<file path="src/rtl/sop_array_pkg.sv">
package sop_array_pkg;
  typedef enum logic [1:0] {
    ARCH_ROM = 2'd0,
    ARCH_PLA = 2'd1,
    ARCH_PAL = 2'd2
  } arch_e;
endpackage

</file>
<file path="src/rtl/sop_rst_sync.sv">
module sop_rst_sync (
  input  logic clk_i,
  input  logic rst_ni,
  output logic rst_no
);
  logic [1:0] sync_q;
  logic [1:0] sync_d;

  always_comb begin
    sync_d = {sync_q[0], 1'b1};
  end

  always_ff @(posedge clk_i or negedge rst_ni) begin
    if (!rst_ni) sync_q <= 2'b00;
    else         sync_q <= sync_d;
  end

  assign rst_no = sync_q[1];
endmodule

</file>
<file path="src/rtl/sop_cfg_chain.sv">
module sop_cfg_chain #(
  parameter int unsigned LEN = 16
) (
  input  logic           clk_i,
  input  logic           rst_ni,
  input  logic           shift_en_i,
  input  logic           bit_i,
  output logic           bit_o,
  output logic [LEN-1:0] map_o
);
  logic [LEN-1:0] map_q;
  logic [LEN-1:0] map_d;
  logic [LEN-1:0] shifted;

  generate
    if (LEN > 1) begin : g_wide
      assign shifted = {bit_i, map_q[LEN-1:1]};
    end else begin : g_single
      assign shifted = bit_i;
    end
  endgenerate

  always_comb begin
    map_d = map_q;
    if (shift_en_i) map_d = shifted;
  end

  always_ff @(posedge clk_i or negedge rst_ni) begin
    if (!rst_ni) map_q <= '0;
    else         map_q <= map_d;
  end

  assign bit_o = map_q[0];
  assign map_o = map_q;
endmodule

</file>
<file path="src/rtl/sop_term_plane.sv">
module sop_term_plane #(
  parameter int unsigned N_IN   = 2,
  parameter int unsigned N_TERM = 6,
  localparam int unsigned N_LIT = 2 * N_IN,
  localparam int unsigned FW    = N_TERM * N_LIT
) (
  input  logic [N_IN-1:0]   data_i,
  input  logic [FW-1:0]     fuse_i,
  output logic [N_TERM-1:0] term_o
);
  logic [N_LIT-1:0] lit;

  generate
    for (genvar i = 0; i < N_IN; i++) begin : g_lit
      assign lit[2*i]   = data_i[i];
      assign lit[2*i+1] = ~data_i[i];
    end
    for (genvar t = 0; t < N_TERM; t++) begin : g_term
      logic [N_LIT-1:0] conn;
      assign conn      = fuse_i[t*N_LIT +: N_LIT];
      assign term_o[t] = (|conn) & (&(~conn | lit));
    end
  endgenerate
endmodule

</file>
<file path="src/rtl/sop_minterm_dec.sv">
module sop_minterm_dec #(
  parameter int unsigned N_IN = 2,
  localparam int unsigned N_MT = 2 ** N_IN
) (
  input  logic [N_IN-1:0] data_i,
  output logic [N_MT-1:0] term_o
);
  generate
    for (genvar t = 0; t < N_MT; t++) begin : g_mt
      assign term_o[t] = (data_i == N_IN'(t));
    end
  endgenerate
endmodule

</file>
<file path="src/rtl/sop_sum_plane.sv">
module sop_sum_plane #(
  parameter int unsigned N_TERM = 6,
  parameter int unsigned N_OUT  = 4,
  localparam int unsigned FW    = N_TERM * N_OUT
) (
  input  logic [N_TERM-1:0] term_i,
  input  logic [FW-1:0]     fuse_i,
  output logic [N_OUT-1:0]  sum_o
);
  generate
    for (genvar j = 0; j < N_OUT; j++) begin : g_out
      logic [N_TERM-1:0] col;
      for (genvar t = 0; t < N_TERM; t++) begin : g_col
        assign col[t] = fuse_i[t*N_OUT + j];
      end
      assign sum_o[j] = |(term_i & col);
    end
  endgenerate
endmodule

</file>
<file path="src/rtl/sop_sum_fixed.sv">
module sop_sum_fixed #(
  parameter int unsigned N_TERM = 8,
  parameter int unsigned N_OUT  = 4,
  localparam int unsigned GRP   = N_TERM / N_OUT
) (
  input  logic [N_TERM-1:0] term_i,
  output logic [N_OUT-1:0]  sum_o
);
  generate
    for (genvar j = 0; j < N_OUT; j++) begin : g_out
      assign sum_o[j] = |term_i[j*GRP +: GRP];
    end
  endgenerate
endmodule

</file>
<file path="src/rtl/sop_array.sv">
module sop_array
  import sop_array_pkg::*;
#(
  parameter arch_e       ARCH   = ARCH_PLA,
  parameter int unsigned N_IN   = 2,
  parameter int unsigned N_OUT  = 4,
  parameter int unsigned N_TERM = 6
) (
  input  logic             clk_i,
  input  logic             rst_ni,
  input  logic             load_en_i,
  input  logic             cfg_bit_i,
  output logic             cfg_bit_o,
  input  logic [N_IN-1:0]  data_i,
  output logic [N_OUT-1:0] data_o
);
  localparam int unsigned N_LIT = 2 * N_IN;
  localparam int unsigned N_PT  = (ARCH == ARCH_ROM) ? (2 ** N_IN) : N_TERM;
  localparam int unsigned AND_W = (ARCH == ARCH_ROM) ? 0 : N_PT * N_LIT;
  localparam int unsigned OR_W  = (ARCH == ARCH_PAL) ? 0 : N_PT * N_OUT;
  localparam int unsigned CFG_W = AND_W + OR_W;

  logic             rst_sync_n;
  logic [CFG_W-1:0] map_q;
  logic [N_PT-1:0]  term_w;
  logic [N_OUT-1:0] sum_w;
  logic [N_OUT-1:0] out_d;

  sop_rst_sync u_rst (
    .clk_i  (clk_i),
    .rst_ni (rst_ni),
    .rst_no (rst_sync_n)
  );

  sop_cfg_chain #(.LEN(CFG_W)) u_chain (
    .clk_i      (clk_i),
    .rst_ni     (rst_sync_n),
    .shift_en_i (load_en_i),
    .bit_i      (cfg_bit_i),
    .bit_o      (cfg_bit_o),
    .map_o      (map_q)
  );

  generate
    if (ARCH == ARCH_ROM) begin : g_dec
      sop_minterm_dec #(.N_IN(N_IN)) u_and (
        .data_i (data_i),
        .term_o (term_w)
      );
    end else begin : g_prog_and
      sop_term_plane #(.N_IN(N_IN), .N_TERM(N_PT)) u_and (
        .data_i (data_i),
        .fuse_i (map_q[AND_W-1:0]),
        .term_o (term_w)
      );
    end

    if (ARCH == ARCH_PAL) begin : g_fixed_or
      sop_sum_fixed #(.N_TERM(N_PT), .N_OUT(N_OUT)) u_or (
        .term_i (term_w),
        .sum_o  (sum_w)
      );
    end else begin : g_prog_or
      sop_sum_plane #(.N_TERM(N_PT), .N_OUT(N_OUT)) u_or (
        .term_i (term_w),
        .fuse_i (map_q[CFG_W-1:AND_W]),
        .sum_o  (sum_w)
      );
    end
  endgenerate

  // Partially shifted maps never reach the pins.
  always_comb begin
    out_d = sum_w;
    if (load_en_i) out_d = '0;
  end

  assign data_o = out_d;
endmodule

</file>
<file path="config.mk">
export PLATFORM = sky130hd
export DESIGN_NAME = sop_array
export DESIGN_NICKNAME = d
export VERILOG_FILES = /design/src/rtl/sop_array_pkg.sv /design/src/rtl/sop_rst_sync.sv /design/src/rtl/sop_cfg_chain.sv /design/src/rtl/sop_term_plane.sv /design/src/rtl/sop_minterm_dec.sv /design/src/rtl/sop_sum_plane.sv /design/src/rtl/sop_sum_fixed.sv /design/src/rtl/sop_array.sv
export SDC_FILE = /design/constraint.sdc
export NUM_CORES = 1
export LEC_CHECK = 0
export BUFFER_PORTS_ARGS = -buffer_cell sky130_fd_sc_hd__buf_4
export CAP_MARGIN = 20
export CORE_MARGIN = 8
export CORE_UTILIZATION = 35
export DETAILED_ROUTE_END_ITERATION = 6
export GPL_TIMING_DRIVEN = 0
export PLACE_DENSITY = 0.47
export SLEW_MARGIN = 20
export SYNTH_ARGS = -nofsm -noshare
export SYNTH_HDL_FRONTEND = slang
export SYNTH_SLANG_ARGS = --single-unit
</file>
<file path="constraint.sdc">
create_clock -name clk_i -period 3.34 [get_ports clk_i]
set_input_delay 0.334 -clock clk_i [delete_from_list [all_inputs] [get_ports clk_i]]
set_output_delay 0.334 -clock clk_i [all_outputs]
set_load 0.03 [all_outputs]
</file>
Word level (Yosys, flattened, before mapping) --
Cells that the tools add are included.
Word-level totals: register bits after elaboration 50, input bits 6, output and inout bits 5
Cells by class: multiplexer cells 1, bitwise gates (word level) 24, reductions and logical operators 16
Operator list (number):
- 6-bit AND | 4
- 4-bit inverter | 6
- 4-bit bitwise OR | 6
- 4-bit AND reduction | 6
- 4-bit OR reduction | 6
- 6-bit OR reduction | 4
- 1-bit AND | 6
- 4-bit two-way mux | 1
- 1-bit inverter | 2

Depth between registers and ports, before layout --
depth in word-level cells 7, depth in mapped cells 5

Modules after synthesis --
A second synthesis with hierarchy kept.
Second synthesis, totals: cell total of the unflattened synthesis 156, area, all modules 2407.3 um2
Modules (own cells, without submodules):
- sop_cfg_chain | instances 1, cells each 102, area an instance 1868.0 um2, sequential area each 1201.2 um2
- sop_term_plane | instances 1, cells each 31, area an instance 350.3 um2, sequential area each 0.0 um2
- sop_sum_plane | instances 1, cells each 16, area an instance 110.1 um2, sequential area each 0.0 um2
- sop_rst_sync | instances 1, cells each 3, area an instance 53.8 um2, sequential area each 50.0 um2
- sop_array | instances 1, cells each 4, area an instance 25.0 um2, sequential area each 0.0 um2

Worst setup path before layout --
No wires, ideal clock.
path type reg-to-output, start point reg u_chain.map_q[4] (netlist: u_chain.map_o[4]), end point out data_o[0], arrival time 1.728 ns, data required time 3.006 ns, setup slack 1.278 ns, cell stages (with the launch flop) 5, buffers on the path 0, cells stage by stage dfrtp_1 -> mux2_4 -> nor4_2 -> a222oi_1 -> a21oi_1
Between the ends: longest elaborated chain between the ends 7, elaborated cells on any way between the ends 8
RTL lines:
- from (decl) | RTL line sop_cfg_chain.sv:11 | logic [LEN-1:0] map_q;
- from (signal assigned) | RTL line sop_cfg_chain.sv:30 | else map_q <= map_d;
- 4-bit inverter | RTL line sop_term_plane.sv:21 | assign term_o[t] = (|conn) & (&(~conn | lit));
- 4-bit bitwise OR | RTL line sop_term_plane.sv:21
- 4-bit AND reduction | RTL line sop_term_plane.sv:21
- 1-bit AND (*) | RTL line sop_term_plane.sv:21
- 6-bit AND (*) | RTL line sop_sum_plane.sv:16 | assign sum_o[j] = |(term_i & col);
- 6-bit OR reduction (*) | RTL line sop_sum_plane.sv:16
- 4-bit two-way mux (*) | RTL line sop_array.sv:75 | if (load_en_i) out_d = '0;
- to (decl) | RTL line sop_array.sv:15 | output logic [N_OUT-1:0] data_o
Mark *: on every way between the ends. The rest lies on a longest branch, timed or not.

Final worst setup path --
start point reg u_chain.map_q[4] (netlist: u_chain.map_o[4]), end point out data_o[1]
Same word-level chain as after synthesis.

==> flow_summary.yaml <==
finish:
  final_layout_size_suffix_gt1_share_pct: 52.1
  antenna_cells: 0
  syn_to_final_growth_pct: 13.4
  final_net_count: 172
  final_cells: 244
  fillers: 581
  design_area_mm2: 0.00262
  fin_util_pct: 41.2
synthesis:
  synth_area_leaders: "dfrtp_1, mux2_2, mux2_4"
  ys_top_cells_by_count: "mux2_2, dfrtp_1, a222oi_1, mux2i_1"
  synth_most_common_cell: "mux2_2"
  synth_cell_types: 16
  syn_inst: 148
  synth.avg_cell_area_um2: 15.6
  syn_area_mm2: 0.00231
  syn_nets: 154
  synth_top_area_cell: "dfrtp_1"
  ys_seq_area_share_pct: 54.2
  ys_seq_elements: 50
  synth_compound_area_share_pct: 7.80
  synth_edf_count: 0
  synth_fa_ha_area_share_pct: 0
  synth_xor_area_share_pct: 0
  yosys.area_share.simple_pct: 2.17
  ys.flop_type: "dfrtp_1"
  synth.mux.area_fraction_pct: 33.7
  synth_top_family_by_area: "multiplexers"
  synth_top_area_share_pct: 54.2
  ys_warn_count: 0
  ys_async_sr_fraction_pct: 100
critical_path:
  crit_path_start_kind: "flop"
  max_stage_delay_ns: 0.50
  path_max_fanout: 5
  cp_top_family: "simple AND/OR/NAND/NOR gates"
  worstPathArrival_ns: 2.19
  critical_path_required_ns: 3.01
  crit_buf_inv: 1
  crit_chain: "mux2_4 -> nor4_2 -> a222oi_1 -> a21oi_1 -> buf_4"
  slowest_stage: "nor4_2"
  cp-end-kind: "output pin"
  timing_worst_setup_path_type: "flop to output pin"
detailed_routing:
  via_per_inst: 5.32
  wl_per_cell_um: 17.0
  drt-total-wl_um: 4150
  detail-route-antenna-nets: 0
  remaining_drc_errors: 0
  vias: 1298
  dr.first_iter.drc_count: 93
  firstDrtPassIters: 4
flow_run:
  maxCapViolCount: 0
die:
  start_util_pct: 36.4
  fp.dieArea_mm2: 0.00945
  rows: 29
  die-height_um: 97.2
  ioPinCount: 11
  die_width_um: 97.2
  coreArea_mm2: 0.00635
grt:
  antenna_found_initial: 0
  first_global_vias: 1390
  grt-ovfl-total: 0
  grt_max_degree: 28
  grt_first_pass_wirelength_um: 7080
  grt_use_total_pct: 9.14
clock_tree:
  htree_num_levels: 2
  cts.sinks: 50
  clkTransAtPathRegs_ns: 0.09
  numCtsBuffers: 5
  cts_setup_buffers: 0
  ctsRootBufferMaster: "clkbuf_8"
  ctsResizeCount: 0
  hold_buffers: 1
  cts_tree: "done"
  clockBufferDepth: 2
  clkLatencyLatePin_ns: 0.30
timing:
  slew_viol_final: 0
  max_freq_mhz: 397
  setup_viol: 0
  relSlewSlack_pct: 62.6
  rsz0062_at_grt: "false"
  tns_ns: 0
  hold_violations: 0
  skew_ns: 0.00361
  post-route-min-period_ns: 2.52
  min_period_over_period_pct: 75.5
  tightest_slew_ns: 0.561
power_and_ir_drop:
  ir_worst_vdd_v: 0.000339
  finalPower_w: 0.00168
  leakage_nw: 1.18
  power_density_mw_per_mm2: 642
worst_hold_path:
  hp-class: "flop to asynchronous set/reset pin"
placement:
  gp_congestion: 0.774
  dp_hpwl_um: 3060
  port_buffers: 9
  placed_cells: 235
  dpl_cell_area_mm2: 0.00249
run_status:
  status: "finished clean"
==> power breakdown <==
part	total, W	switching (W)	internal, W
Clock	0.000421	0.000198	0.000223
Combinational	0.000370	0.000156	0.000214
Sequential	0.000889	0.000131	0.000759
==> logic make-up (layout without fill, tap and decap cells) <==
family / count (synthesis) / count (layout)
mux: 68 / 68
flops: 50 / 50
compound gates: 17 / 17
buf+inv: 8 / 27
simple gates: 4 / 4
other cells: 1 / 1
==> placed cells by master, fill, tap and decap left out, types with 2 or more instances in the layout <==
cell,count
clkbuf_8,5
nor4_2,2
mux2_4,6
a222oi_1,8
a21oi_1,4
dfrtp_1,49
a211oi_4,2
mux2_2,51
clkinvlp_4,2
mux2i_1,8
a211oi_2,2
buf_6,2
buf_4,9
clkbuf_1,6
mux2_1,3
==> registers in the layout, summed over array words and instances, names as in the netlist <==
| signal | cells |
|---|---|
| u_chain.map_o | 48 |
| u_rst.sync_q | 2 |
==> final timing paths <==
check                                 start  slack, ns  depth (start not counted)                end
setup / recovery           u_chain.map_o[4]       0.82                          5          data_o[1]
min in group clk_i                cfg_bit_i       0.26                          2  u_chain.map_o[47]
hold reg to reg             u_rst.sync_q[1]       0.24                          0  u_chain.map_o[45]
max in group asynchronous   u_rst.sync_q[1]       2.59                          1  u_chain.map_o[22]
setup reg to reg           u_chain.map_o[4]       2.50                          1   u_chain.map_o[3]
hold / removal              u_rst.sync_q[1]       0.24                          0  u_chain.map_o[45]
==> cell type report <==
type | instances | area, um^2 | area share (%)
Sequential cell | 50 | 1250 | 47.8
Multi-Input combinational cell | 90 | 1010 | 38.7
Timing Repair Buffer | 11 | 97.6 | 3.73
Tap cell | 77 | 96.3 | 3.68
Clock buffer | 5 | 68.8 | 2.63
Clock inverter | 3 | 45.0 | 1.72
Buffer | 8 | 45.0 | 1.72
==> per-layer routing <==
metal  vias up  share of wire [%]  GRT usage [%]
met3         4                3.6           2.92
met1       683                 48           11.5
met2        16                 46           13.9
met4         0                1.8           4.20
met5         -                  0              0
li1        595                  -              -
==> stage by stage <==
| stage | hold slack, ns | setup slack (ns) |
|---|---|---|
| finish | 0.238 | 0.819 |
| global route | 0.241 | 0.661 |
| CTS | 0.251 | 0.830 |
| detailed placement | 0.118 | 1.11 |
| global placement | 0.117 | 1.11 |
| floorplan | 0.0384 | 1.28 |
(Power assumes the default switching activity.)
